===== src/rtl/color_lock_pkg.sv =====
package color_lock_pkg;
  localparam int unsigned NUM_COLORS = 3;
  localparam int unsigned COLOR_W    = 2;

  typedef enum logic [COLOR_W-1:0] {
    COL_RED   = 2'd0,
    COL_GREEN = 2'd1,
    COL_BLUE  = 2'd2
  } color_e;

  typedef enum logic [1:0] {
    LK_IDLE  = 2'd0,
    LK_ARMED = 2'd1,
    LK_OPEN  = 2'd2
  } lock_state_e;
endpackage


===== src/rtl/lock_rst_sync.sv =====
module lock_rst_sync #(
  parameter int unsigned STAGES = 2
) (
  input  logic clk_i,
  input  logic rst_ni,
  output logic rst_sync_no
);
  logic [STAGES-1:0] sync_q;

  always_ff @(posedge clk_i or negedge rst_ni) begin
    if (!rst_ni) begin
      sync_q <= '0;
    end else begin
      sync_q <= {sync_q[STAGES-2:0], 1'b1};
    end
  end

  assign rst_sync_no = sync_q[STAGES-1];
endmodule


===== src/rtl/press_decode.sv =====
module press_decode
  import color_lock_pkg::*;
(
  input  logic                  any_i,
  input  logic [NUM_COLORS-1:0] color_i,
  output logic [NUM_COLORS-1:0] excl_o
);
  for (genvar c = 0; c < NUM_COLORS; c++) begin : g_col
    localparam logic [NUM_COLORS-1:0] SelfMask = NUM_COLORS'(1) << c;
    logic others;
    assign others    = |(color_i & ~SelfMask);
    assign excl_o[c] = any_i & color_i[c] & ~others;
  end
endmodule


===== src/rtl/code_select.sv =====
module code_select
  import color_lock_pkg::*;
#(
  parameter int unsigned               CODE_LEN = 4,
  parameter logic [CODE_LEN*COLOR_W-1:0] CODE_SEQ = 8'b00_01_10_00,
  localparam int unsigned              IDX_W    = $clog2(CODE_LEN)
) (
  input  logic [IDX_W-1:0]      idx_i,
  input  logic [NUM_COLORS-1:0] excl_i,
  output logic                  hit_o
);
  localparam int unsigned PadW = 1 << COLOR_W;

  logic [PadW-1:0]     excl_pad;
  logic [CODE_LEN-1:0] hit_k;

  assign excl_pad = PadW'(excl_i);

  for (genvar k = 0; k < CODE_LEN; k++) begin : g_step
    localparam logic [COLOR_W-1:0] StepColor = CODE_SEQ[k*COLOR_W +: COLOR_W];
    assign hit_k[k] = (idx_i == IDX_W'(k)) & excl_pad[StepColor];
  end

  assign hit_o = |hit_k;
endmodule


===== src/rtl/lock_fsm.sv =====
module lock_fsm
  import color_lock_pkg::*;
#(
  parameter  int unsigned CODE_LEN = 4,
  localparam int unsigned IDX_W    = $clog2(CODE_LEN)
) (
  input  logic             clk_i,
  input  logic             rst_ni,
  input  logic             start_i,
  input  logic             any_i,
  input  logic             hit_i,
  output lock_state_e      st_o,
  output logic [IDX_W-1:0] idx_o
);
  localparam logic [IDX_W-1:0] LastIdx = IDX_W'(CODE_LEN - 1);

  lock_state_e      st_q, st_d;
  logic [IDX_W-1:0] idx_q, idx_d;
  logic             st_en, idx_en;

  always_comb begin
    st_d  = st_q;
    idx_d = idx_q;
    unique case (st_q)
      LK_IDLE: begin
        if (start_i) begin
          st_d  = LK_ARMED;
          idx_d = '0;
        end
      end
      LK_ARMED: begin
        if (any_i) begin
          if (!hit_i) begin
            st_d = LK_IDLE;
          end else if (idx_q == LastIdx) begin
            st_d = LK_OPEN;
          end else begin
            idx_d = idx_q + IDX_W'(1);
          end
        end
      end
      LK_OPEN: st_d = LK_IDLE;
      default: st_d = LK_IDLE;
    endcase
  end

  assign st_en  = (st_d != st_q);
  assign idx_en = (idx_d != idx_q);

  always_ff @(posedge clk_i or negedge rst_ni) begin
    if (!rst_ni) begin
      st_q <= LK_IDLE;
    end else if (st_en) begin
      st_q <= st_d;
    end
  end

  always_ff @(posedge clk_i or negedge rst_ni) begin
    if (!rst_ni) begin
      idx_q <= '0;
    end else if (idx_en) begin
      idx_q <= idx_d;
    end
  end

  assign st_o  = st_q;
  assign idx_o = idx_q;
endmodule


===== src/rtl/color_code_lock.sv =====
module color_code_lock
  import color_lock_pkg::*;
#(
  parameter  int unsigned               CODE_LEN = 4,
  parameter  logic [CODE_LEN*COLOR_W-1:0] CODE_SEQ = 8'b00_01_10_00,
  localparam int unsigned               IDX_W    = $clog2(CODE_LEN)
) (
  input  logic clk_i,
  input  logic rst_ni,
  input  logic start_i,
  input  logic red_i,
  input  logic green_i,
  input  logic blue_i,
  input  logic any_i,
  output logic unlock_o
);
  logic                  rst_sync_n;
  logic [NUM_COLORS-1:0] color_vec;
  logic [NUM_COLORS-1:0] excl;
  logic                  hit;
  lock_state_e           lock_st;
  logic [IDX_W-1:0]      lock_idx;

  always_comb begin
    color_vec                 = '0;
    color_vec[int'(COL_RED)]   = red_i;
    color_vec[int'(COL_GREEN)] = green_i;
    color_vec[int'(COL_BLUE)]  = blue_i;
  end

  lock_rst_sync #(.STAGES(2)) u_rst (
    .clk_i      (clk_i),
    .rst_ni     (rst_ni),
    .rst_sync_no(rst_sync_n)
  );

  press_decode u_dec (
    .any_i  (any_i),
    .color_i(color_vec),
    .excl_o (excl)
  );

  code_select #(.CODE_LEN(CODE_LEN), .CODE_SEQ(CODE_SEQ)) u_sel (
    .idx_i (lock_idx),
    .excl_i(excl),
    .hit_o (hit)
  );

  lock_fsm #(.CODE_LEN(CODE_LEN)) u_fsm (
    .clk_i  (clk_i),
    .rst_ni (rst_sync_n),
    .start_i(start_i),
    .any_i  (any_i),
    .hit_i  (hit),
    .st_o   (lock_st),
    .idx_o  (lock_idx)
  );

  assign unlock_o = (lock_st == LK_OPEN);
endmodule


===== config.mk =====
export PLATFORM = sky130hd
export DESIGN_NAME = color_code_lock
export DESIGN_NICKNAME = d
export VERILOG_FILES = /design/src/rtl/color_lock_pkg.sv /design/src/rtl/lock_rst_sync.sv /design/src/rtl/press_decode.sv /design/src/rtl/code_select.sv /design/src/rtl/lock_fsm.sv /design/src/rtl/color_code_lock.sv
export SDC_FILE = /design/constraint.sdc
export NUM_CORES = 1
export LEC_CHECK = 0
export BUFFER_PORTS_ARGS = -buffer_cell sky130_fd_sc_hd__buf_4
export CAP_MARGIN = 20
export CORE_AREA = 2 2 39 41
export DETAILED_ROUTE_END_ITERATION = 10
export DIE_AREA = 0 0 41 43
export GPL_ROUTABILITY_DRIVEN = 0
export HOLD_SLACK_MARGIN = 0.05
export SYNTH_ARGS = -nofsm -noshare
export SYNTH_HDL_FRONTEND = slang
export SYNTH_HIERARCHICAL = 1
export SYNTH_SLANG_ARGS = --single-unit

===== constraint.sdc =====
create_clock -name clk_i -period 0.8 [get_ports clk_i]
set_input_delay 0.2 -clock clk_i [delete_from_list [all_inputs] [get_ports clk_i]]
set_output_delay 0.2 -clock clk_i [all_outputs]
set_load 0.01 [all_outputs]

Yosys cells after proc, flatten, opt, wreduce, memory -nomap -nowiden
Cells that the tools add are included.
Widths: inputs -> output; s select.
{"block": "totals", "in_bits": 7, "out_inout_bits": 1, "regBits": 6}
{"block": "classes", "mux": 10, "bitwise": 13, "eq_ne": 7, "add_sub_neg": 1, "n_reduce_logical": 6}
{"cell": "$mux 2", "n": 8}
{"cell": "$and 1x1->1", "n": 10}
{"cell": "$pmux 2 s2", "n": 2}
{"cell": "$eq 2x2->1 const B", "n": 3}
{"cell": "$reduce_or 2->1", "n": 3}
{"cell": "$eq 2x1->1 const B", "n": 2}
{"cell": "$logic_not 2->1", "n": 2}
{"cell": "$ne 2x2->1", "n": 2}
{"cell": "$reduce_or 4->1", "n": 1}
{"cell": "$not 1->1", "n": 3}
{"cell": "$add 2x1->2 const B", "n": 1}

Depth between registers and ports, before layout
Gate-level depths: netlist of run 1.
{"block": "logic_depth", "ltp_word": 9, "ltp_mapped": 6, "ltp_nobuf": 6}

Modules after synthesis
The synthesis of run 1 kept the hierarchy.
{"module": "lock_fsm", "area_per_inst_um2": 172.7, "n_inst": 1, "cells_per_inst": 17, "seq_area_each_um2": 100.1}
{"module": "lock_rst_sync", "area_per_inst_um2": 53.8, "n_inst": 1, "cells_per_inst": 3, "seq_area_each_um2": 50.0}
{"module": "press_decode", "area_per_inst_um2": 37.5, "n_inst": 1, "cells_per_inst": 3, "seq_area_each_um2": 0.0}
{"module": "code_select", "area_per_inst_um2": 30.0, "n_inst": 1, "cells_per_inst": 3, "seq_area_each_um2": 0.0}
{"module": "color_code_lock", "area_per_inst_um2": 13.8, "n_inst": 1, "cells_per_inst": 1, "seq_area_each_um2": 0.0}

Least setup slack after synthesis of run 1
No wires, ideal clock.
{"block": "synth_timing", "kind": "register to register", "start": "reg u_fsm.idx_q[0] (netlist: u_fsm/idx_o[0])", "end": "reg u_fsm.st_q[1] (netlist: u_fsm/st_o[1])", "t_required_ps": 680, "period_less_slack_ps": 1253, "slack_ps": -453, "stages_incl_launch_ff": 5, "path_buffers": 0, "t_arrival_ps": 1132, "path_cell_list": "dfrtp_1 mux2i_1 mux2i_1 and4b_1 and3_2"}
{"block": "synth_via", "elab_chain_cells": 7, "elab_cells_between_ends": 14, "cone_classes": "4 x eq/ne; 4 x mux; 4 x bitwise; 2 x reduce/logical"}
{"item": "start, declared", "line_no": "lock_fsm.sv:18", "source": "logic [IDX_W-1:0] idx_q, idx_d;"}
{"item": "start signal, assigned", "line_no": "lock_fsm.sv:62", "source": "idx_q <= idx_d;"}
{"item": "$eq 2x1->1, or another cell as far along", "line_no": "code_select.sv:21", "source": "assign hit_k[k] = (idx_i == IDX_W'(k)) & excl_pad[StepColor];"}
{"item": "$and 1x1->1", "line_no": "code_select.sv:21"}
{"item": "$reduce_or 4->1 (*)", "line_no": "code_select.sv:24", "source": "assign hit_o = |hit_k;"}
{"item": "net hit", "line_no": "color_code_lock.sv:20", "source": "logic hit;"}
{"item": "$mux 2 (*)", "line_no": "lock_fsm.sv:33", "source": "if (!hit_i) begin"}
{"item": "$mux 2 (*)", "line_no": "lock_fsm.sv:32", "source": "if (any_i) begin"}
{"item": "$pmux 2 s2 (*)", "line_no": "lock_fsm.sv:24", "source": "unique case (st_q)"}
{"item": "$ne 2x2->1", "line_no": "lock_fsm.sv:47", "source": "assign st_en = (st_d != st_q);"}
{"item": "end signal, assigned", "line_no": "lock_fsm.sv:54", "source": "st_q <= st_d;"}
{"item": "end, declared", "line_no": "lock_fsm.sv:17", "source": "lock_state_e st_q, st_d;"}
Mark *: on every way through the listed nets, which the timed path passes. The rest lies on a longest branch.
A chain may end at the register's enable or synchronous reset.

Final worst setup path of run 1
{"block": "layout_timing", "start": "reg u_fsm.idx_q[0] (netlist: u_fsm/idx_o[0])", "end": "reg u_fsm.idx_q[1] (netlist: u_fsm/idx_o[1])"}
{"block": "layout_via", "elab_chain_cells": 7, "elab_cells_between_ends": 16, "cone_classes": "1 x add/sub; 4 x eq/ne; 5 x mux; 4 x bitwise; 2 x reduce/logical"}
{"item": "$eq 2x1->1, or another cell as far along", "line_no": "code_select.sv:21"}
{"item": "$and 1x1->1", "line_no": "code_select.sv:21"}
{"item": "$reduce_or 4->1 (*)", "line_no": "code_select.sv:24"}
{"item": "net hit", "line_no": "color_code_lock.sv:20"}
{"item": "$mux 2 (*)", "line_no": "lock_fsm.sv:33"}
{"item": "$mux 2 (*)", "line_no": "lock_fsm.sv:32"}
{"item": "$pmux 2 s2 (*)", "line_no": "lock_fsm.sv:24"}
{"item": "$ne 2x2->1", "line_no": "lock_fsm.sv:48", "source": "assign idx_en = (idx_d != idx_q);"}
Marks and branches as above.

==> run summary, run 1 <==
The synthesized instance count was 27. Area after detailed placement: 423 um^2. The logs give 308 um^2 for the netlist area before placement and 434 um for the detailed-placement wirelength estimate. The die is 41 um wide. The number of standard cells in the final layout excluding fillers came out at 63. Slowest library cell on the worst path: dfrtp_2.

The tools report the root cell of the clock tree as clkbuf_4. The number of failing setup endpoints in the final timing report was 5. The run gives 55 as the number of nets in the final layout.

The fraction of registers with async set or reset after synthesis was 1.00; the clock latency on the worst-skew pair was 0.24 ns. For the maximum number of pins on one net before global-route repair, the log shows 6. The via count of the first global-routing pass is 268.

The analysis attributes to net switching a power of 0.181 mW. The initial antenna violation count was 0; the number of distinct library cells after synthesis was 15. The number of synthesized flops with an enable pin was 0; the post-layout minimum cycle time was 1.31 ns.

The clock edge transition at the registers on the reported setup and hold paths was 0.05 ns; the final setup slack of the worst path was -0.508 ns. Before antenna repair, the detailed router went through 2 iterations. The overall die height is 43 um, and the number of remaining DRC errors is 0.

In this run the standard cell core region covers 1380 um^2. The tools report the starting utilization of the core area as 0.222. Largest area contributor in the synthesized netlist: dfrtp_1. The stage delay of the slowest cell on the critical path came out at 0.39 ns. The area of the multi-input gates was 179 um^2.

The internal power is 0.599 mW. The first-pass GRT wire length came out at 945 um. The sequential share of power was 0.436; the total global-route track usage was 0.0862.

STA classifies the critical path endpoint as a flip-flop. Number of endpoints with negative hold slack in the final report: 0. The most frequent cell after synthesis was dfrtp_1.

TritonCTS built the clock tree. The initialized floorplan defines 14 standard-cell rows. Most used flip-flop cell after synthesis: dfrtp_1. The count of nets left with antenna violations once routing finished came out at 0.

Once placement completed, the tool counted placed cells totaling 55. The checks that failed: setup timing. The setup path with the least slack is of type reg -> reg. The port buffer count is 7. With fillers left out, the area of the finished cells amounts to 514 um^2. The period utilization came out at 1.63. Setup repair after global routing could not meet its margin everywhere. The sequential area share after synthesis is 0.488.

The total clock buffers created by CTS is 3, and the number of H-tree branching levels is 1. The cell family with the largest share of critical-path delay was flip-flops. The via density per instance works out to 4.37. The tools report the clock share of power as 0.380. For this design the ratio of total power to cell area is 1520 nW/um^2. The number of nets in the synthesized netlist is 34, and the sum of routed wire length over all layers is 625 um.

By count the netlist is led by 6 x dfrtp_1, 3 x and4bb_2, 3 x mux2i_1. The run finished, with violations left. Global routing finished with a remaining overflow of 0. The clock tree buffer depth was 2. The die covers 1760 um^2. The run gives 0.629 mV as the largest vdd supply drop. The final total power came out at 0.779 mW. In this run, synthesis produced a sequential element count of 6.

Number of buffers and inverters on the critical path: 1. The count of warnings emitted by yosys came out at 6. The tools report the iteration-0 DRC count of the detailed router as 1. In this run the mean area of a mapped cell was 11.4 um^2. For the final database, setup skew stands at 0.00555 ns. After filler insertion, the fill cell instance count of the layout stands at 141. After detailed routing, the average wire length per cell comes to 9.92 um.

The final count of pins violating max slew came out at 0. The tightest min-delay check is of the reg -> async type. The fraction of final layout cells with drive strength greater than 1 was 0.596. The tool flagged a number of max-cap violations equal to 0.

The switching fraction of total power is 0.232. In this run the static leakage power is 0.225 nW. Of all nets on the critical path, the largest fanout is 3. The growth of design area from synthesis to finish is 67.1%, and the proportion of power drawn by combinational gates is 0.185.

Ranked by total cell area, the synthesized netlist is headed by dfrtp_1 49%, and4bb_2 12%, mux2i_1 9.8%, nor2b_4 4.5%, a21oi_1 3.3%. The critical path goes through mux2i_1 > mux2i_1 > and4b_2 > buf_6 > a21oi_2 > nor2_1. Sequential standard cell area: 151 um^2. Counting stages on the worst path, the most repeated cell is mux2i_1. STA classifies the critical path startpoint as a flip-flop.

The highest attainable clock frequency is 765 MHz, and the top-level port count is 8. STA puts the critical path data arrival time at 1.43 ns. The number of antenna diodes in the final layout is 0. For this design, the sink count on the clock tree is 6. The routed layout has 275 vias. The data required time of the critical path is 0.92 ns, and the area share of the largest cell type after synthesis is 0.488.
[metal layers]
layer | wire, um | GRT usage | vias up
li1 | - | - | 138
met1 | 274 | 0.0963 | 131
met2 | 310 | 0.109 | 6
met3 | 40 | 0.0314 | 0
met4 | 0 | 0.100 | 0
met5 | 0 | 0 | -
[layout make-up]
| cell class | instances | share of cell area |
|---|---|---|
| tap | 16 | 0.0389 |
| inverter | 1 | 0.00730 |
| timing repair buffer | 16 | 0.260 |
| multi-input combinational | 20 | 0.348 |
| clock buffer | 4 | 0.0511 |
| sequential | 6 | 0.294 |
[power by group through the flow]
stage / clock network, mW / registers, mW / logic [mW]
after detailed placement: 0 / 0.348 / 0.106
after global placement: 0 / 0.346 / 0.103
after global routing: 0.340 / 0.341 / 0.157
after floorplan: 0 / 0.352 / 0.0372
after CTS: 0.320 / 0.339 / 0.136
final: 0.296 / 0.339 / 0.144
[cells in the final DEF, fill, tap and decap left out, drive strengths merged]
| cell type | count |
|---|---|
| buf | 15 |
| dfrtp | 6 |
| clkbuf | 4 |
| and4bb | 3 |
| mux2i | 3 |
| nand2 | 2 |
| nor2 | 2 |
| a21oi | 2 |
| nor2b | 1 |
| dlygate4sd3 | 1 |
| nor3 | 1 |
| inv | 1 |
| and4b | 1 |
| nor3b | 1 |
| o21bai | 1 |
| a31oi | 1 |
| and3 | 1 |
| conb | 1 |
[registers in the layout, indices dropped and copies added, names as in the netlist]
name,cells
u_fsm/st_o,2
u_rst/sync_q,2
u_fsm/idx_o,2
[per-stage QoR]
step / setup WS (ns) / TNS [ns] / hold WS, ns / util
final: -0.508 / -2.19 / 0.0576 / 0.372
after global placement: -0.631 / -2.31 / -0.0166 / 0.306
after floorplan: -0.417 / -1.34 / -0.0956 / -
after CTS: -0.543 / -2.22 / 0.0636 / 0.354
after global routing: -0.597 / -2.60 / 0.0783 / 0.372
after detailed placement: -0.683 / -2.43 / -0.0165 / 0.306
[logic make-up after synthesis]
logic type | after synthesis | synth area share
simple gates | 12 | 0.313
mux | 3 | 0.0976
flops | 6 | 0.488
compound gates | 4 | 0.0773
buf+inv | 1 | 0.0122
other cells | 1 | 0.0122
[worst paths after layout]
kind | slack (ns) | startpoint | endpoint | depth (start not counted)
worst max-delay path | -0.51 | u_fsm/idx_o[0] | u_fsm/idx_o[1] | 6
worst min-delay path | 0.06 | u_rst/sync_q[1] | u_fsm/idx_o[1] | 0
worst max register to register | -0.51 | u_fsm/idx_o[0] | u_fsm/idx_o[1] | 6
worst min register to register | 0.06 | u_rst/sync_q[1] | u_fsm/idx_o[1] | 0
max in group asynchronous | 0.43 | rst_ni | u_rst/sync_q[0] | 2
min in group clk_i | 0.29 | start_i | u_fsm/st_o[0] | 3
[timing repair]
item | in CTS | in global routing
setup buffers | 3 | 1
pin swaps | 3 | 4
endpoints found under the setup margin | 5 | 5
endpoints found under the hold margin | 2 | 0
hold buffers | 1 | 0
gates resized for setup | 4 | 4
No activity file was read; power rests on OpenSTA's default activity.
==> run 2: changes to the inputs <==
GPL_TIMING_DRIVEN = 0   (was unset)
==> run 2 against run 1 <==
  * The flow still finishes with violations (setup timing)
  * Power fell by 5.4%
  * Clock skew fell by 0.00052 ns
  * Register-to-register slack got worse by 0.02 ns
  * Worst setup slack got worse by 0.017 ns
  * Global-route usage fell by 0.40 points
  * Largest cell class unchanged
==> run summary, run 2 (synthesis gave the netlist of run 1 again) <==
The flow ran to the end, but the final reports show violations. The checks that failed: setup timing. Grouping stages by cell kind, the critical path spends the most delay in flip-flops. The area after detailed placement is 385 um^2 (-8.9%), and the detailed-routing iteration count for the pre-antenna-repair pass is 3 (+1). The kind of critical path was reg -> reg.

Total clock buffers created by CTS: 3 (unchanged). The placeable core region came out at 1380 um^2 (unchanged). The iteration-0 DRC count of the detailed router came out at 1 (unchanged). The class of the worst hold path is reg -> async. The run gives -0.525 ns (-0.0173 ns) as the final setup slack of the worst path.

The critical path goes through mux2i_1 > mux2i_1 > and4b_2 > o21bai_1 > a31oi_1. Via density per instance: 4.18 (-4.3%). The detailed-placement wirelength estimate was 406 um (-6.6%). The logs give 0.0822 (-0.00397) for the total global-route track usage and 232 um (-15%) for the length of routed wiring on met1. The top-level port count is 8 (unchanged).

The root cell of the clock tree is clkbuf_4. The fraction of final layout cells with drive strength greater than 1 is 0.463 (-0.132). The logs give 0 (unchanged) for the initial antenna violation count and 0.95 ns (+0.03 ns) for the data required time of the critical path. The tools report the detailed-route via count as 238 (-13%). The stage delay of the slowest cell on the critical path is 0.42 ns (+0.03 ns), and the post-layout minimum cycle time is 1.33 ns (+0.0173 ns). The clock tree buffer depth is 2 (unchanged). The most common cell after layout, fill and taps aside was buf_4. The startpoint class of the critical path is a flip-flop. The run gives 910 um (-3.7%) as the first-pass GRT wire length. The detailed router used layers up to and including met3. The highest attainable clock frequency came out at 755 MHz (-1.3%). Period utilization: 1.66 (+0.0216). The residual antenna-violating net count after detailed routing is 0 (unchanged), and the met2 wirelength from detailed routing is 252 um (-19%). For the sum of routed wire length over all layers, the log shows 523 um (-16%). The final-layout setup total negative slack was -2.00 ns (+0.195 ns).

For the arrival time at the worst endpoint, the log shows 1.48 ns (+0.05 ns). The number of endpoints with negative hold slack in the final report was 0 (unchanged). For the number of failing setup endpoints in the final timing report, the log shows 5 (unchanged). The leakage dissipation was 0.188 nW (-16%); the reported max-cap violation count was 0 (unchanged).

The die span in x is 41 um (unchanged). The number of nets in the final layout is 49 (-11%). Number of buffers and inverters on the critical path: 0 (-1). The tools report the starting utilization of the core area as 0.222 (unchanged). The total inserted antenna cells is 0 (unchanged), and the number of H-tree branching levels is 1 (unchanged). Utilization of the core after routing: 0.319 (-0.0524). The overall die height works out to 43 um (unchanged). The maximum number of pins on one net before global-route repair came out at 6 (unchanged).

TritonCTS built the clock tree. The maximum fanout along the worst path works out to 4 (+1). The slowest stage of the critical path belongs to the cell dfrtp_2. Setup repair after global routing could not meet its margin everywhere. The via count of the first global-routing pass was 252 (-6.0%). Total length of routed met3 wires: 37 um (-7.5%). The die area was 1760 um^2 (unchanged).

The growth of design area from synthesis to finish was 43.5%; the number of clock sinks was 6 (unchanged). In this design, the critical path's most frequently occurring cell is mux2i_1. For the remaining global-route overflow, the log shows 0 (unchanged).

The clock edge transition at the registers on the reported setup and hold paths is 0.05 ns (about the same). The largest vdd supply drop came out at 0.802 mV (+27%). The worst setup skew after layout was 0.00503 ns (-0.000523 ns). The library cells used most frequently in the layout, excluding fill and tap cells, are 8 x buf_4, 5 x dfrtp_1, 3 x clkbuf_4, 3 x and4bb_2, 3 x mux2i_1. The worst setup path is captured at a flip-flop. The post-route cell area is 442 um^2 (-14%), and the number of remaining DRC errors is 0 (unchanged). The flop-to-flop setup slack came out at -0.53 ns (-0.02 ns). The logs give 0.24 ns (about the same) for the clock latency on the worst-skew pair and 0 (unchanged) for the final count of pins violating max slew. For the count of fill cells added during filler insertion, the log shows 150 (+6.4%). The tools report the final total power as 0.737 mW (-5.4%).

The site row count was 14 (unchanged); the worst setup slack before clock tree synthesis was -0.696 ns (-0.0127 ns). The power density of the placed cells is 1670 nW/um^2 (+10%), and the detailed-route wire length per cell is 9.18 um (-7.5%). The port buffer count came out at 7 (unchanged).
==> run 2: changes by cell type in the layout (fill, tap and decap cells not counted) <==
cell     change
nor3_2       -1
buf_4        -4
nor3_1       +1
buf_6        -2
a21oi_4      -1
a21oi_1      +2
a21oi_2      -1
==> run 2: repair_timing <==
action / CTS / global route
hold buffers: 1 / 0
setup buffers: 2 / 0
resized for setup: 2 / 0
endpoints found under the setup margin: 5 / 5
pin swaps: 1 / 1
hold endpoints to repair: 2 / 0
==> run 2: final timing paths <==
check	from	to	cells past startpoint
min	u_rst/sync_q[1]	u_fsm/idx_o[1]	0
max in group asynchronous	rst_ni	u_rst/sync_q[0]	2
min in group clk_i	start_i	u_fsm/st_o[0]	3
min reg2reg	u_rst/sync_q[1]	u_fsm/idx_o[1]	0
max reg2reg	u_fsm/idx_o[0]	u_fsm/idx_o[0]	5
max	u_fsm/idx_o[0]	u_fsm/idx_o[0]	5
==> run 2: area by class of cell <==
| class | count | area (um^2) | share of cell area |
|---|---|---|---|
| Clock buffer | 4 | 26.3 | 0.0595 |
| Inverter | 1 | 3.75 | 0.00850 |
| Multi-Input combinational cell | 20 | 159 | 0.360 |
| Sequential cell | 6 | 151 | 0.343 |
| Tap cell | 16 | 20.0 | 0.0453 |
| Timing Repair Buffer | 10 | 81.3 | 0.184 |
==> run 2: per-layer routing <==
metal | GRT usage | up-vias
met4 | 0.100 | 0
met2 | 0.109 | 6
met3 | 0.0157 | 0
met1 | 0.0933 | 108
met5 | 0 | -
li1 | - | 124
==> run 2: power by group <==
group / switching [mW] / internal (mW) / total (mW)
clock network: 0.104 / 0.189 / 0.292
logic: 0.0366 / 0.0626 / 0.0992
registers: 0.0222 / 0.324 / 0.346
==> run 2: through the flow <==
stage | cells | hold slack [ns]
final | 57 | 0.0533
after global routing | 57 | 0.0739
after CTS | 57 | 0.0596
after detailed placement | 50 | -0.0169
after global placement | 50 | -0.0166
after floorplan | 27 | -0.0956
==> run 3: changes to the inputs <==
ABC_AREA = 1   (was unset)
==> run 3 against run 2 <==
  * Maximum frequency increased by 24%
  * Final cell count increased by 53%
  * Clock power decreased by 10%
  * Clock-buffer cell count decreased by 1
  * Combinational power increased to 6.1 times the previous value
  * Largest cell class unchanged
  * The run still ends with setup timing left
  * Sequential share of layout area decreased by 6.4 points
  * Cell area increased by 24%
  * Utilization increased by 7.6 points
==> run summary, run 3 <==
The worst setup path is launched from a flip-flop. The number of failing setup endpoints in the final timing report was 5 (unchanged). The largest vdd supply drop was 0.974 mV (+21%). For the total inserted antenna cells, the log shows 0 (unchanged).

Maximum fanout along the worst path: 4 (unchanged). Setup repair after global routing could not meet its margin everywhere. For the number of endpoints with negative hold slack in the final report, the log shows 0 (unchanged). The maximum number of pins on one net before global-route repair is 9 (+3).

The die area was 1760 um^2 (unchanged); the arrival time at the worst endpoint was 1.24 ns (-0.24 ns). The critical path goes through nand2_1 > nand3_2 > nand2_4 > nand2_1 > a21oi_1 > nand2_1 > nand2_1. The detailed-routing iteration count for the pre-antenna-repair pass was 1 (-2); the die span in x was 41 um (unchanged).

The tools report the number of distinct library cells after synthesis as 14 (-1). The kind of critical path is reg -> reg. The clock edge transition at the registers on the reported setup and hold paths is 0.04 ns (about the same), and the iteration-0 DRC count of the detailed router is 0 (-1).

The sequential area share after synthesis was 0.415 (-0.0726); the number of clock sinks was 6 (unchanged). The most common cell in the synthesized netlist is nand2_1. The final setup slack of the worst path is -0.265 ns (+0.260 ns), and the via count of the first global-routing pass is 352 (+40%). The power density of the placed cells was 2380 nW/um^2 (+42%); the highest attainable clock frequency was 939 MHz (+24%). Sequential standard cell area: 153 um^2 (+0.83%). The detailed-route wire length per cell was 8.55 um (-6.8%); the detailed-placement wirelength estimate was 495 um (+22%). The logs give 3 (unchanged) for the total clock buffers created by CTS and 1 (unchanged) for the number of H-tree branching levels.

The type of destination of the critical path is a flip-flop. The logs give 54 (+100%) for the synthesized instance count and 0 (unchanged) for the initial antenna violation count. The most used flip-flop cell after synthesis is dfrtp_1.

For the number of nets in the final layout, the log shows 80 (+63%). Leaving out fill and tap cells, the most frequent cells in the layout are 13 x buf_4, 13 x nand2_1, 10 x inv_1. The flow ran to the end, but the final reports show violations.

The clock tree buffer depth is 2 (unchanged). The biggest area contributor in the post-synthesis netlist is dfrtp_1. The post-layout minimum cycle time was 1.07 ns (-0.260 ns); the number of nets in the synthesized netlist was 61 (+79%). The fraction of final layout cells with drive strength greater than 1 is 0.451 (-0.0127).

The commonest cells after synthesis are 18 x nand2_1, 12 x inv_1, 6 x dfrtp_1, 5 x nand3_1, 3 x nor2_1. The via density per instance was 4.29 (+2.7%). The area share of the largest cell type after synthesis was 0.415 (-0.0726).

The remaining global-route overflow was 0 (unchanged); the flop and latch count out of synthesis was 6 (unchanged). Site row count: 14 (unchanged). The logs give 1.30 mW (+76%) for the final total power and 8 (unchanged) for the top-level port count. The count of warnings emitted by yosys was 6 (unchanged). The period utilization is 1.33 (-0.325), and the starting utilization of the core area is 0.261 (+0.0389). The growth of design area from synthesis to finish works out to 51.2%. Class of the worst hold path: reg -> async.

The fraction of registers with async set or reset after synthesis came out at 1.00 (unchanged). The number of synthesized flops with an enable pin works out to 0 (unchanged). The most numerous cell type found on the critical path is nand2_1.

The logs give 0.24 ns (about the same) for the clock latency on the worst-skew pair and 0 (unchanged) for the number of remaining DRC errors. Leakage dissipation: 0.264 nW (+40%). The final-layout setup total negative slack is -1.12 ns (+0.876 ns), and the stage delay of the slowest cell on the critical path is 0.43 ns (about the same).

The tools report the worst hold slack as 0.0525 ns (-0.000786 ns). The slowest library cell on the worst path is dfrtp_2. The sum of routed wire length over all layers was 744 um (+42%). TritonCTS built the clock tree. For the first-pass GRT wire length, the log shows 1200 um (+32%). The total global-route track usage was 0.0991 (+0.0169); the count of fill cells added during filler insertion was 157 (+4.7%).

Area of the multi-input gates: 195 um^2 (+23%). The root buffer cell chosen for the clock tree is clkbuf_4. The logs give 373 (+57%) for the detailed-route via count and 0 (unchanged) for the final count of pins violating max slew.

The synthesized area per cell came out at 6.70 um^2 (-41%). The worst setup skew after layout is 0.00250 ns (-0.00252 ns). The reported max-cap violation count was 0 (unchanged); the netlist area before placement was 362 um^2 (+17%).

The logs give 0.97 ns (+0.02 ns) for the data required time of the critical path and -0.27 ns (+0.26 ns) for the flop-to-flop setup slack. The final reports fail on setup timing. By area the synthesized netlist is led by dfrtp_1 42%, nand2_1 19%, inv_1 12%, nand3_1 6.9%, nand4_1 3.5%. The overall die height works out to 43 um (unchanged). Residual antenna-violating net count after detailed routing: 0 (unchanged). The port buffer count was 7 (unchanged); the placeable core region was 1380 um^2 (unchanged).
## run 3: logic make-up (layout without fill, tap and decap cells)
group	after synthesis	after routing	synth area share
and+or+nand+nor	32	32	0.412
buffers and inverters	13	30	0.135
DFF	6	6	0.415
AOI/OAI and AO/OA	2	2	0.0277
other	1	1	0.0104
## run 3: power breakdown
| part | switching [mW] | internal, mW | total [mW] |
|---|---|---|---|
| combinational | 0.315 | 0.292 | 0.607 |
| sequential | 0.0602 | 0.370 | 0.430 |
| clock | 0.0930 | 0.169 | 0.262 |
## run 3: worst paths after layout
| path | start | end | cells past startpoint |
|---|---|---|---|
| worst min-delay path | u_rst/sync_q[1] | u_fsm/idx_o[0] | 0 |
| min in group clk_i | start_i | u_fsm/st_o[0] | 3 |
| worst min register to register | u_rst/sync_q[1] | u_fsm/idx_o[0] | 0 |
| max in group asynchronous | rst_ni | u_rst/sync_q[1] | 2 |
| worst max-delay path | u_fsm/idx_o[0] | u_fsm/idx_o[0] | 7 |
| worst max register to register | u_fsm/idx_o[0] | u_fsm/idx_o[0] | 7 |
## run 3: critical path, delay by kind of cell (launching register included)
kind               cells  cell delay, ns
and+or+nand+nor        6            0.43
AOI/OAI and AO/OA      1            0.14
DFF                    1            0.43
## run 3: through the flow
| step | cell area [um^2] | setup WS [ns] | cells | util |
|---|---|---|---|---|
| 2_1_floorplan | 364 | -0.228 | 54 | - |
| 3_3_place_gp | 437 | -0.342 | 77 | 0.316 |
| 3_5_place_dp | 437 | -0.366 | 77 | 0.316 |
| 4_1_cts | 508 | -0.267 | 85 | 0.367 |
| 5_1_grt | 547 | -0.314 | 87 | 0.395 |
| 6_report | 547 | -0.265 | 87 | 0.395 |
## run 3: timing repair
item,4_1_cts,5_1_grt
hold buffers,1,0
endpoints found under the setup margin,5,5
pin swaps,4,4
gates resized for setup,4,8
buffers inserted,4,2
hold endpoints to repair,2,0
## run 3: final cells by class
class                      count  area share
timing repair buffer          14       0.197
inverter                      13      0.0892
multi-input combinational     35       0.357
sequential                     6       0.279
tap                           16      0.0366
clock buffer                   3      0.0412
## run 3: layer usage
| metal | track usage | up-vias | part of all wire |
|---|---|---|---|
| li1 | - | 197 | - |
| met3 | 0 | 0 | 0.042 |
| met4 | 0.0933 | 0 | 0 |
| met1 | 0.115 | 167 | 0.41 |
| met2 | 0.153 | 9 | 0.55 |
| met5 | 0 | - | 0 |
